==> src/rtl/accel_ctrl_pkg.sv <==
package accel_ctrl_pkg;
  localparam int IRQ_W = 5;

  // interrupt bit positions
  localparam int IRQ_RST_DONE   = 0;
  localparam int IRQ_PWR_ONE    = 1;
  localparam int IRQ_PWR_ALL    = 2;
  localparam int IRQ_SAMPLE     = 3;
  localparam int IRQ_CLEAN      = 4;

  // word addresses of the control group
  localparam int A_CMD   = 0;
  localparam int A_RAW   = 1;
  localparam int A_CLR   = 2;
  localparam int A_MASK  = 3;
  localparam int A_STAT  = 4;

  // domain groups: 8 words each, first group at block index 2 (0x10)
  localparam int DOM_BLK0 = 2;

  typedef enum logic [2:0] {
    SUB_PRES_LO = 3'd0, SUB_PRES_HI = 3'd1,
    SUB_RDY_LO  = 3'd2, SUB_RDY_HI  = 3'd3,
    SUB_ON_LO   = 3'd4, SUB_ON_HI   = 3'd5,
    SUB_OFF_LO  = 3'd6, SUB_OFF_HI  = 3'd7
  } dom_sub_e;

  typedef enum logic [3:0] {
    OP_NOP = 4'd0, OP_SOFT_RST = 4'd1, OP_HARD_RST = 4'd2,
    OP_CNT_CLR = 4'd3, OP_CNT_SAMPLE = 4'd4, OP_CYC_START = 4'd5,
    OP_CYC_STOP = 4'd6, OP_CLEAN = 4'd7, OP_CLEAN_INV = 4'd8
  } op_e;
  localparam int OP_COUNT = 9;
endpackage

==> src/rtl/accel_cmd_decode.sv <==
module accel_cmd_decode
  import accel_ctrl_pkg::*;
#(
  parameter int DW = 32
)(
  input  logic              cmd_we,
  input  logic [DW-1:0]     cmd_val,
  output logic [IRQ_W-1:0]  cmd_irq,
  output logic              dev_reset
);
  logic in_range;
  op_e  op;

  assign in_range = cmd_we && (cmd_val < DW'(OP_COUNT));
  assign op       = op_e'(cmd_val[3:0]);

  always_comb begin
    cmd_irq   = '0;
    dev_reset = 1'b0;
    if (in_range) begin
      unique case (op)
        OP_SOFT_RST, OP_HARD_RST: begin
          dev_reset             = 1'b1;
          cmd_irq[IRQ_RST_DONE] = 1'b1;
        end
        OP_CNT_SAMPLE:          cmd_irq[IRQ_SAMPLE] = 1'b1;
        OP_CLEAN, OP_CLEAN_INV: cmd_irq[IRQ_CLEAN]  = 1'b1;
        default: ;
      endcase
    end
  end
endmodule

==> src/rtl/accel_pwr_domain.sv <==
module accel_pwr_domain
  import accel_ctrl_pkg::*;
#(
  parameter int          AW      = 6,
  parameter int          DW      = 32,
  parameter int          IDX     = 0,
  parameter logic [63:0] PRESENT = 64'h0
)(
  input  logic          clk,
  input  logic          rst,
  input  logic          dev_reset,
  input  logic          wr_en,
  input  logic [AW-1:0] wr_addr,
  input  logic [DW-1:0] wr_data,
  output logic [63:0]   ready,
  output logic          pwr_evt
);
  logic     hit;
  dom_sub_e sub;
  logic [DW-1:0] rdy_lo, rdy_hi;

  assign hit = wr_en && (int'(wr_addr[AW-1:3]) == DOM_BLK0 + IDX);
  assign sub = dom_sub_e'(wr_addr[2:0]);

  always_ff @(posedge clk) begin
    if (rst || dev_reset) begin
      rdy_lo <= '0;
      rdy_hi <= '0;
    end else if (hit) begin
      case (sub)
        SUB_ON_LO:  rdy_lo <= rdy_lo | (wr_data & PRESENT[31:0]);
        SUB_ON_HI:  rdy_hi <= rdy_hi | (wr_data & PRESENT[63:32]);
        SUB_OFF_LO: rdy_lo <= rdy_lo & ~wr_data;
        SUB_OFF_HI: rdy_hi <= rdy_hi & ~wr_data;
        default: ;
      endcase
    end
  end

  assign ready   = {rdy_hi, rdy_lo};
  assign pwr_evt = hit && wr_addr[2];

  assert_on_lo_R2: assert property (@(posedge clk) disable iff (rst)
    (hit && sub == SUB_ON_LO && !dev_reset) |=>
      ((rdy_lo & $past(wr_data & PRESENT[31:0])) == $past(wr_data & PRESENT[31:0])));
  assert_off_lo_R3: assert property (@(posedge clk) disable iff (rst)
    (hit && sub == SUB_OFF_LO && !dev_reset) |=> ((rdy_lo & $past(wr_data)) == '0));
  assert_off_hi_R3: assert property (@(posedge clk) disable iff (rst)
    (hit && sub == SUB_OFF_HI && !dev_reset) |=> ((rdy_hi & $past(wr_data)) == '0));
endmodule

==> src/rtl/accel_irq_unit.sv <==
module accel_irq_unit
  import accel_ctrl_pkg::*;
#(
  parameter int AW = 6
)(
  input  logic             clk,
  input  logic             rst,
  input  logic             dev_reset,
  input  logic             wr_en,
  input  logic [AW-1:0]    wr_addr,
  input  logic [IRQ_W-1:0] wr_bits,
  input  logic [IRQ_W-1:0] set_bits,
  output logic [IRQ_W-1:0] raw,
  output logic [IRQ_W-1:0] mask,
  output logic             irq
);
  logic [IRQ_W-1:0] clr_bits;

  assign clr_bits = (wr_en && int'(wr_addr) == A_CLR) ? wr_bits : '0;

  always_ff @(posedge clk) begin
    if (rst) begin
      raw  <= '0;
      mask <= '0;
      irq  <= 1'b0;
    end else begin
      irq <= |(raw & mask);
      if (dev_reset) begin
        raw  <= set_bits;
        mask <= '0;
      end else begin
        raw <= (raw & ~clr_bits) | set_bits;
        if (wr_en && int'(wr_addr) == A_MASK) mask <= wr_bits;
      end
    end
  end

  assert_clear_R8: assert property (@(posedge clk) disable iff (rst)
    (|clr_bits && !dev_reset) |=> ((raw & $past(clr_bits & ~set_bits)) == '0));
  assert_pwr_pair_R4: assert property (@(posedge clk) disable iff (rst)
    set_bits[IRQ_PWR_ONE] |=> (raw[IRQ_PWR_ONE] && raw[IRQ_PWR_ALL]));
  assert_irq_level_R9: assert property (@(posedge clk) disable iff (rst)
    irq |-> $past(|(raw & mask)));
endmodule

==> src/rtl/accel_ctrl_regs.sv <==
module accel_ctrl_regs
  import accel_ctrl_pkg::*;
#(
  parameter int                  AW      = 6,
  parameter int                  DW      = 32,
  parameter int                  NDOM    = 4,
  parameter logic [NDOM-1:0][63:0] PRESENT = {64'h0, 64'h3, 64'h1, 64'h0000_000F_0000_00FF}
)(
  input  logic          clk,
  input  logic          rst,
  input  logic          wr_en,
  input  logic [AW-1:0] wr_addr,
  input  logic [DW-1:0] wr_data,
  input  logic          rd_en,
  input  logic [AW-1:0] rd_addr,
  output logic [DW-1:0] rd_data,
  output logic          irq,
  output logic          reset_pulse
);
  localparam int TOP_WORD = (DOM_BLK0 + NDOM) * 8;

  logic [IRQ_W-1:0] cmd_irq, set_bits, raw, mask;
  logic             dev_reset, any_pwr;
  logic [NDOM-1:0]  pwr_evt;
  logic [NDOM-1:0][63:0] ready;
  logic [DW-1:0]    rd_next;

  accel_cmd_decode #(.DW(DW)) u_dec (
    .cmd_we   (wr_en && int'(wr_addr) == A_CMD),
    .cmd_val  (wr_data),
    .cmd_irq  (cmd_irq),
    .dev_reset(dev_reset)
  );

  for (genvar d = 0; d < NDOM; d++) begin : g_dom
    accel_pwr_domain #(.AW(AW), .DW(DW), .IDX(d), .PRESENT(PRESENT[d])) u_dom (
      .clk(clk), .rst(rst), .dev_reset(dev_reset),
      .wr_en(wr_en), .wr_addr(wr_addr), .wr_data(wr_data),
      .ready(ready[d]), .pwr_evt(pwr_evt[d])
    );
  end

  assign any_pwr  = |pwr_evt;
  assign set_bits = cmd_irq | (any_pwr ? IRQ_W'((1 << IRQ_PWR_ONE) | (1 << IRQ_PWR_ALL)) : '0);

  accel_irq_unit #(.AW(AW)) u_irq (
    .clk(clk), .rst(rst), .dev_reset(dev_reset),
    .wr_en(wr_en), .wr_addr(wr_addr), .wr_bits(wr_data[IRQ_W-1:0]),
    .set_bits(set_bits), .raw(raw), .mask(mask), .irq(irq)
  );

  always_comb begin
    rd_next = '0;
    if (int'(rd_addr) == A_RAW)  rd_next = DW'(raw);
    if (int'(rd_addr) == A_MASK) rd_next = DW'(mask);
    if (int'(rd_addr) == A_STAT) rd_next = DW'(raw & mask);
    for (int d = 0; d < NDOM; d++) begin
      if (int'(rd_addr[AW-1:3]) == DOM_BLK0 + d) begin
        case (dom_sub_e'(rd_addr[2:0]))
          SUB_PRES_LO: rd_next = PRESENT[d][31:0];
          SUB_PRES_HI: rd_next = PRESENT[d][63:32];
          SUB_RDY_LO:  rd_next = ready[d][31:0];
          SUB_RDY_HI:  rd_next = ready[d][63:32];
          default: ;
        endcase
      end
    end
  end

  always_ff @(posedge clk) begin
    if (rst) begin
      rd_data     <= '0;
      reset_pulse <= 1'b0;
    end else begin
      reset_pulse <= dev_reset;
      if (rd_en) rd_data <= rd_next;
    end
  end

  initial assert (TOP_WORD <= (1 << AW)) else $error("address width too small for domains");

  assert_reset_raw_R5: assert property (@(posedge clk) disable iff (rst)
    reset_pulse |-> (raw == IRQ_W'(1 << IRQ_RST_DONE) && mask == '0));
  assert_reset_ready_R5: assert property (@(posedge clk) disable iff (rst)
    reset_pulse |-> (ready == '0));
endmodule

==> config.mk <==
export PLATFORM = sky130hd
export DESIGN_NAME = accel_ctrl_regs
export DESIGN_NICKNAME = d
export VERILOG_FILES = /design/src/rtl/accel_ctrl_pkg.sv /design/src/rtl/accel_cmd_decode.sv /design/src/rtl/accel_pwr_domain.sv /design/src/rtl/accel_irq_unit.sv /design/src/rtl/accel_ctrl_regs.sv
export SDC_FILE = /design/constraint.sdc
export NUM_CORES = 1
export LEC_CHECK = 0
export ABC_AREA = 0
export ABC_CLOCK_PERIOD_IN_PS = 2600
export BUFFER_PORTS_ARGS = -buffer_cell sky130_fd_sc_hd__buf_2
export CAP_MARGIN = 40
export CORE_ASPECT_RATIO = 0.5
export CORE_UTILIZATION = 46
export DETAILED_ROUTE_END_ITERATION = 8
export GPL_TIMING_DRIVEN = 0
export PLACE_DENSITY = 0.65
export SLEW_MARGIN = 25
export SYNTH_ARGS = -nofsm -noshare
export SYNTH_HDL_FRONTEND = slang
export SYNTH_SLANG_ARGS = --single-unit
==> constraint.sdc <==
create_clock -name clk -period 2.6 [get_ports clk]
set_input_delay 0 -clock clk [delete_from_list [all_inputs] [get_ports clk]]
set_output_delay 0 -clock clk [all_outputs]
set_load 0.02 [all_outputs]
Yosys cells after proc, flatten, opt, wreduce, memory -nomap -nowiden
Cells that the tools add are included.
Storage, ports and cells
  register bits after elaboration: 300
  bits in latches: 0
  memory bits (writable): 0
  memory bits (read-only): 0
  bits of input ports: 48
  output and inout bits: 34
  memories kept: 0
Operators by class
  add/subtract/negate cells: 0
  $mul: 0
  div/mod/pow operators: 0
  magnitude comparators: 1
  equality and inequality tests: 25
  shifts and indexed selects: 0
  muxes and demuxes: 23
  bitwise operators: 19
  reduce and logical (&&, ||, !) cells: 31
Operator list (number)
  $pmux W32 S4: 3
  $and A32 B32 Y32: 8
  $pmux W32 S2: 4
  $mux W32: 6
  $pmux W32 S3: 1
  $eq A3 B3 Y1 const B: 12
  $lt A32 B4 Y1 const B: 1
  $not A32 Y32: 1
  $or A32 B1 Y32: 1
  $or A32 B2 Y32: 1
  $or A32 B4 Y32: 1
  $or A32 B8 Y32: 1
  $eq A6 B3 Y1 const B: 3
  $reduce_and A2 Y1: 8
  $and A5 B5 Y5: 3
  $mux W5: 3
  $logic_and A1 B1 Y1: 12
  $eq A4 B3 Y1 const B: 2
  $reduce_or A2 Y1: 4
  $eq A3 B2 Y1 const B: 2
  $eq A6 B2 Y1 const B: 1
  $eq A6 B4 Y1 const B: 1
  $logic_not A6 Y1: 1
  $not A5 Y5: 1
  other kinds (14): 18

Longest topological paths before layout
Gate-level depths: netlist of the first run.
  depth in word-level cells: 12
  gate-level depth with buffers: 8
  gate-level depth less buffers: 5

Hierarchy
Synthesis of the first run repeated with hierarchy kept, for this count alone.
Unflattened totals
  cells, all modules: 1326
  area, all modules: 13000.0 µm²
By module, submodules not included
  accel_ctrl_regs: times used 1, cells each 393, area an instance 3590.9 µm²
  accel_pwr_domain at g_dom[0].u_dom: times used 1, cells each 239, area an instance 2284.7 µm²
  accel_pwr_domain at g_dom[3].u_dom: times used 1, cells each 189, area an instance 2234.6 µm²
  accel_pwr_domain at g_dom[2].u_dom: times used 1, cells each 215, area an instance 2162.1 µm²
  accel_pwr_domain at g_dom[1].u_dom: times used 1, cells each 216, area an instance 2057.0 µm²
  accel_irq_unit: times used 1, cells each 51, area an instance 520.5 µm²
  accel_cmd_decode: times used 1, cells each 23, area an instance 150.1 µm²

Least setup slack after synthesis of the first run
OpenSTA, ideal clock, no wires.
  path kind: in2reg
  start: input port wr_addr[2]
  end: register g_dom[1].u_dom.rdy_hi[10]
  setup time: 116 ps
  data arrival time: 1578 ps
  data required time: 2484 ps
  setup slack: 906 ps
  cell stages on the path: 6
  buffers on the path: 2
  cells stage by stage: or4b_4 > nor4_4 > a41oi_4 > buf_2 > buf_2 > and3_1
Between the ends
  cells in the longest elaborated chain, start to end: 5
  elaborated cells between the ends (all ways): 7
Ends and longest elaborated chain
  from (decl): RTL line accel_ctrl_regs.sv:12  | input logic [AW-1:0] wr_addr,
  $logic_not A6 Y1: RTL line accel_ctrl_regs.sv:29  | .cmd_we (wr_en && int'(wr_addr) == A_CMD),
  $logic_and A1 B1 Y1: RTL line accel_ctrl_regs.sv:29
  $logic_and A1 B1 Y1: RTL line accel_cmd_decode.sv:14  | assign in_range = cmd_we && (cmd_val < DW'(OP_COUNT));
  $mux W1: RTL line accel_cmd_decode.sv:20  | if (in_range) begin
  $logic_or A1 B1 Y1: RTL line accel_pwr_domain.sv:26  | if (rst || dev_reset) begin
  to (signal assigned): RTL line accel_pwr_domain.sv:32  | SUB_ON_HI: rdy_hi <= rdy_hi | (wr_data & PRESENT[63:32]);
  to (signal assigned): RTL line accel_pwr_domain.sv:34  | SUB_OFF_HI: rdy_hi <= rdy_hi & ~wr_data;
  to (decl): RTL line accel_pwr_domain.sv:20  | logic [DW-1:0] rdy_lo, rdy_hi;
Several ways; a longest one is shown, not always the timed one.
A chain may end at the register's enable or synchronous reset.

Final worst setup path of the first run
  start: input port wr_data[23]
  end: register g_dom[0].u_dom.rdy_hi[9]
Between the ends
  cells in the longest elaborated chain, start to end: 4
Ends and longest elaborated chain
  from (decl): RTL line accel_ctrl_regs.sv:13  | input logic [DW-1:0] wr_data,
  $lt A32 B4 Y1: RTL line accel_cmd_decode.sv:14
  $logic_and A1 B1 Y1: RTL line accel_cmd_decode.sv:14
  $mux W1: RTL line accel_cmd_decode.sv:20
  $logic_or A1 B1 Y1: RTL line accel_pwr_domain.sv:26
  to (signal assigned): RTL line accel_pwr_domain.sv:32
  to (signal assigned): RTL line accel_pwr_domain.sv:34
  to (decl): RTL line accel_pwr_domain.sv:20
Every way passes these cells.

==> results of run 1 <==
[synthesized netlist by cell type, drive strengths merged, types with 25 or more instances]
master and instances:
mux2i 91, nand2 206, and3 167, a21oi 28
a211oi 25, nor3 34, o21ai 106, nor2 128
buf 39, dfxtp 300, clkbuf 80, o22ai 27
[critical path, cell delays in order]
cell,delay (ns)
dlygate4sd3_1,0.53
buf_2,0.20
nor4_1,0.45
and4_2,0.46
and2_1,0.21
a31o_2,0.30
buf_2,0.36
buf_2,0.35
nor2_1,0.08
[area by class of cell]
class                   count  share of cell area
flip-flops and latches    300               0.417
well taps                 344              0.0299
inverters                   2            0.000521
plain buffers             119              0.0347
repair buffers            112              0.0527
multi-input cells         978               0.404
clock inverters            13              0.0109
clock buffers              35              0.0509
[routing by layer]
metal	global-route usage	part of all wire	wire, um
met1	0.460	0.46	20100
met2	0.463	0.42	18400
met3	0.0715	0.090	3910
met4	0.0870	0.026	1110
met5	0	0	0
[power by group through the flow]
stage          combinational [uW]  clock (uW)  sequential, uW
2_1_floorplan                 327           0            4760
3_3_place_gp                  644           0            4740
3_5_place_dp                  656           0            4740
4_1_cts                       700        4150            4630
5_1_grt                       760        4340            4630
6_report                      725        4130            4630
[registers in the layout, summed over array words and instances (netlist names), named ones only]
signal / count
g_dom.u_dom.rdy_hi: 124
g_dom.u_dom.rdy_lo: 117
rd_data: 32
u_irq.mask: 5
u_irq.raw: 5
reset_pulse: 1
u_irq.irq: 1
[through the flow]
step	instance area, sq um	setup WS [ns]	util	power (uW)
6_report	14400	0.0840	0.561	9490
5_1_grt	14400	0.0133	0.561	9730
4_1_cts	14400	0.0891	0.559	9480
3_5_place_dp	13100	-0.0962	0.511	5390
3_3_place_gp	13100	-0.296	0.508	5380
2_1_floorplan	12300	0.906	-	5090
[worst paths after layout]
path / slack, ns / start / depth (start not counted) / to
worst min-delay path: 0.03 / wr_addr[4] / 5 / u_irq.mask[1]
worst min register to register: 0.45 / g_dom[2].u_dom.rdy_lo[22] / 2 / g_dom[2].u_dom.rdy_lo[22]
worst max register to register: 0.83 / u_irq.raw[0] / 5 / rd_data[0]
worst max-delay path: 0.08 / wr_data[23] / 9 / g_dom[0].u_dom.rdy_hi[9]
[cells by family (layout without fill, tap and decap cells)]
group                  after synthesis  count (layout)  synth area share
buffers and inverters              121             281            0.0407
multiplexers                        97              97            0.0797
XOR/XNOR                             1               1          0.000713
flip-flops                         300             300             0.489
AND/OR/NAND/NOR                    608             608             0.244
AO/OA/AOI/OAI                      272             272             0.146
[repair_timing]
| item | 4_1_cts | 5_1_grt |
|---|---|---|
| hold endpoints to repair | 225 | 0 |
| resized for setup | 0 | 7 |
| hold buffers | 36 | 0 |
| endpoints found under the setup margin | 0 | 62 |
==> results.json, run 1 <==
{
  "numCtsBuffers": 26,
  "multi_input_area_sq_mm": 0.00582,
  "powerDensity_mw_per_mm2": 658,
  "antenna_found_initial": 0,
  "async_flop_share": 0,
  "ctsRootBufferMaster": "clkbuf_16",
  "netlist_area_sq_mm": 0.0123,
  "worst_ep_required_time_ns": 3.04,
  "clock-sinks": 300,
  "drive_gt1_frac": 0.119,
  "crit_arrival_ns": 2.96,
  "groute.usage.overall": 0.315,
  "die-width_um": 233,
  "fin_tns_setup_ns": 0,
  "p_switching_uw": 2370,
  "finalHoldViolCount": 0,
  "period_share": 0.968,
  "rsz0062_at_grt": "false",
  "syn_inst": 1399,
  "slew_violations": 0,
  "clock_latency_ns": 0.55,
  "h-tree-depth": 1,
  "wl_per_cell_um": 22.9,
  "dp_hpwl_um": 30300,
  "gp_congestion": 0.929,
  "peakVddDrop_mv": 0.453,
  "clk_pin_slew_ns": 0.07,
  "final_common_cell": "dfxtp_1",
  "dieHeight_um": 118,
  "p_int_uw": 7120,
  "initial_core_util": 0.478,
  "portBuffers": 70,
  "n_antenna_cell": 0,
  "antenna_left": 0,
  "postCtsSetupRepairBufs": 0,
  "ys_seq_elements": 300,
  "dp.cells": 1817,
  "via_per_inst": 6.02,
  "start_kind": "input port",
  "pwr-share-clk": 0.435,
  "tightest_slew_ns": 0.847,
  "drv_cap": 0,
  "cts_tree": "built",
  "p_leak_uw": 0.00592,
  "drt_iter0_markers": 1376,
  "dieArea_sq_mm": 0.0274,
  "clockBufferDepth": 3,
  "design.portCount": 82,
  "yosys.area.top_type": "dfxtp_1",
  "fmax_mhz": 397,
  "path_max_fanout": 10,
  "routed_wl_um": 43500,
  "grt_max_degree": 17,
  "synth_ff_type": "dfxtp_1",
  "via_count": 11456,
  "min_path_type": "input port to register",
  "crit_path_end_kind": "register",
  "fp.coreArea_sq_mm": 0.0257,
  "grt_pass1_vias": 10934,
  "finalSetupViolCount": 0,
  "min_period_ns": 2.52,
  "combPwrFrac": 0.076,
  "pwr-share-seq": 0.488,
  "skew_ns": 0.00961,
  "rows": 41,
  "drt_pass1_iterations": 7,
  "nNetsFinal": 1587,
  "yosys_warnings": 0,
  "avgSynthCellArea_sq_um": 8.78,
  "layout_common_cells": "300 x dfxtp_1, 206 x nand2_1, 167 x and3_1, 128 x nor2_1, 107 x buf_2",
  "fill_cells": 2332,
  "syn_nets": 1447,
  "run_status": "complete, no violations",
  "overflow": 0,
  "drc": 0,
  "holdWs_ns": 0.0288,
  "synth-edff-count": 0,
  "grt_pass1_wl_um": 65600,
  "synth_seq_area_share": 0.489,
  "synth_area_leaders": "dfxtp_1 49%, and3_1 8.5%, mux2i_1 7.4%",
  "synth_cell_types": 60,
  "synth_top_area_share": 0.489,
  "path_class": "input port to register",
  "syn_to_final_growth_pct": 17.4,
  "fin_cells": 1903,
  "slew_headroom": 0.432,
  "swShare": 0.250,
  "seq_area_sq_mm": 0.00601
}
Power figures use the tool's default switching activity.
==> inputs of run 2 (changes only) <==
--- a/config.mk
+++ b/config.mk
@@ -13,6 +13,7 @@
 export CORE_UTILIZATION = 46
 export DETAILED_ROUTE_END_ITERATION = 8
 export GPL_TIMING_DRIVEN = 0
+export MAX_ROUTING_LAYER = met4
 export PLACE_DENSITY = 0.65
 export SLEW_MARGIN = 25
 export SYNTH_ARGS = -nofsm -noshare
==> run 2 against run 1 <==
Final area rose by 0.79%. Register-to-register slack improved by 0.08 ns. Die area did not move. Via count rose by 0.72%. Routed wire length rose by 0.32%. Global-route usage rose by 0.70 points. Count of clock-buffer cells in the layout rose by 4. First-iteration DRC count rose by 4.7%. Combinational power barely moved. Worst setup slack improved by 0.0071 ns. Cell count rose by 0.21%. Largest power group unchanged. Highest routed layer unchanged.
==> results.json, run 2 (same netlist as run 1, synthesis figures left out) <==
{
  "grt_pass1_wl_um": 65100,
  "drt_pass1_iterations": 7,
  "path_class": "input port to register",
  "rsz0062_at_grt": "false",
  "top_register": "g_dom.u_dom.rdy_hi",
  "pre_cts_ws_ns": -0.127,
  "portBuffers": 70,
  "overflow": 0,
  "min_period_ns": 2.51,
  "fin_cells": 1907,
  "grt_pass1_vias": 10792,
  "slew_violations": 0,
  "p_switching_uw": 2410,
  "pwr-share-clk": 0.460,
  "finalWorstSetupSlack_ns": 0.0911,
  "routed_wl_um": 43600,
  "skew_ns": 0.0102,
  "swShare": 0.243,
  "clock-sinks": 300,
  "finalHoldViolCount": 0,
  "drc": 0,
  "worst_ep_required_time_ns": 3.05,
  "peakVddDrop_mv": 0.604,
  "antenna_found_initial": 0,
  "dp.cells": 1819,
  "groute.usage.overall": 0.322,
  "p_int_uw": 7500,
  "gp_congestion": 0.932,
  "largest_reg_flops": 124,
  "grt_max_degree": 16,
  "design.portCount": 82,
  "clock_latency_ns": 0.57,
  "clk_pin_slew_ns": 0.07,
  "nNetsFinal": 1589,
  "fmax_mhz": 399,
  "min_path_type": "input port to register",
  "holdWs_ns": 0.0486,
  "run_status": "complete, no violations",
  "finalSetupViolCount": 0,
  "rows": 41,
  "slew_headroom": 0.409,
  "numCtsBuffers": 27,
  "postCtsSetupRepairBufs": 0,
  "antenna_left": 0,
  "via_per_inst": 6.05,
  "cts_tree": "built",
  "drt_iter0_markers": 1441,
  "clockBufferDepth": 3,
  "h-tree-depth": 1,
  "path_max_fanout": 10,
  "via_count": 11538,
  "finalPower_uw": 9920,
  "dieHeight_um": 118,
  "layout_common_cells": "300 x dfxtp_1, 206 x nand2_1, 167 x and3_1, 128 x nor2_1, 108 x buf_2",
  "drive_gt1_frac": 0.120,
  "drv_cap": 0,
  "crit_arrival_ns": 2.96,
  "fp.coreArea_sq_mm": 0.0257,
  "dp_hpwl_um": 30300,
  "initial_core_util": 0.478,
  "ctsRootBufferMaster": "clkbuf_16",
  "pwr-share-seq": 0.467,
  "reg_top3": "g_dom.u_dom.rdy_hi: 124 flops, g_dom.u_dom.rdy_lo: 117 flops, rd_data: 32 flops",
  "rr_startpoint": "u_irq.raw[0]",
  "powerDensity_mw_per_mm2": 682,
  "worst_hold_startpoint": "wr_addr[0]",
  "p_leak_uw": 0.00598,
  "fill_cells": 2314,
  "tightest_slew_ns": 0.886,
  "startpoint": "wr_data[30]",
  "wl_per_cell_um": 22.9,
  "period_share": 0.965,
  "die-width_um": 233,
  "start_kind": "input port",
  "final_common_cell": "dfxtp_1",
  "combPwrFrac": 0.073,
  "crit_path_end_kind": "register",
  "syn_to_final_growth_pct": 18.4,
  "dieArea_sq_mm": 0.0274
}
-- run 2: cell count changes in the layout (fill, tap and decap cells not counted), moves of 2 or more --
cell and delta:
clkbuf_8 +4, clkbuf_4 -2, clkinv_2 -3, bufinv_16 +2
-- run 2: routing by layer --
layer	routed length (um)	part of all wire	track usage
met3	4450	0.10	0.0703
met4	1070	0.024	0.0833
met5	0	0	-
met1	19500	0.45	0.456
met2	18600	0.43	0.463
-- run 2: cell type report --
| class | instances | area, sq um | share of cell area |
|---|---|---|---|
| Clock buffer | 39 | 811 | 0.0558 |
| Tap cell | 344 | 430 | 0.0296 |
| Multi-Input combinational cell | 978 | 5810 | 0.400 |
| Timing Repair Buffer | 113 | 771 | 0.0530 |
| Inverter | 2 | 7.51 | 0.000517 |
| Buffer | 119 | 494 | 0.0340 |
| Antenna cell | 1 | 2.50 | 0.000172 |
| Clock inverter | 11 | 199 | 0.0137 |
| Sequential cell | 300 | 6010 | 0.413 |
-- run 2: worst paths after layout --
| check | to | slack, ns | depth (start not counted) |
|---|---|---|---|
| hold reg to reg | g_dom[2].u_dom.rdy_lo[21] | 0.45 | 2 |
| setup / recovery | g_dom[2].u_dom.rdy_lo[28] | 0.09 | 9 |
| hold / removal | reset_pulse | 0.05 | 5 |
| setup reg to reg | rd_data[0] | 0.91 | 5 |
-- run 2: power groups by stage --
stage	Sequential, uW	Clock, uW	Combinational (uW)
detailed placement	4740	0	656
global placement	4740	0	644
finish	4630	4560	726
global route	4630	4770	756
CTS	4630	4560	700
floorplan	4760	0	327
-- run 2: worst max-delay path, stage by stage --
cell           delay (ns)
dlygate4sd3_1        0.54
buf_2                0.17
nor4_1               0.59
and4_1               0.41
and2_1               0.21
a31o_2               0.27
clkbuf_4             0.31
buf_2                0.37
nor2_1               0.09
-- run 2: timing repair --
action,CTS,global route
setup endpoints to repair,0,60
resized for setup,0,3
hold buffers,36,0
hold endpoints to repair,228,0
-- run 2: per-stage QoR --
| step | utilization | cell area, sq um | TNS [ns] |
|---|---|---|---|
| 2_1_floorplan | - | 12300 | 0 |
| 3_3_place_gp | 0.508 | 13100 | -15.34 |
| 3_5_place_dp | 0.511 | 13100 | -0.203 |
| 4_1_cts | 0.565 | 14500 | 0 |
| 5_1_grt | 0.565 | 14500 | 0 |
| 6_report | 0.565 | 14500 | 0 |
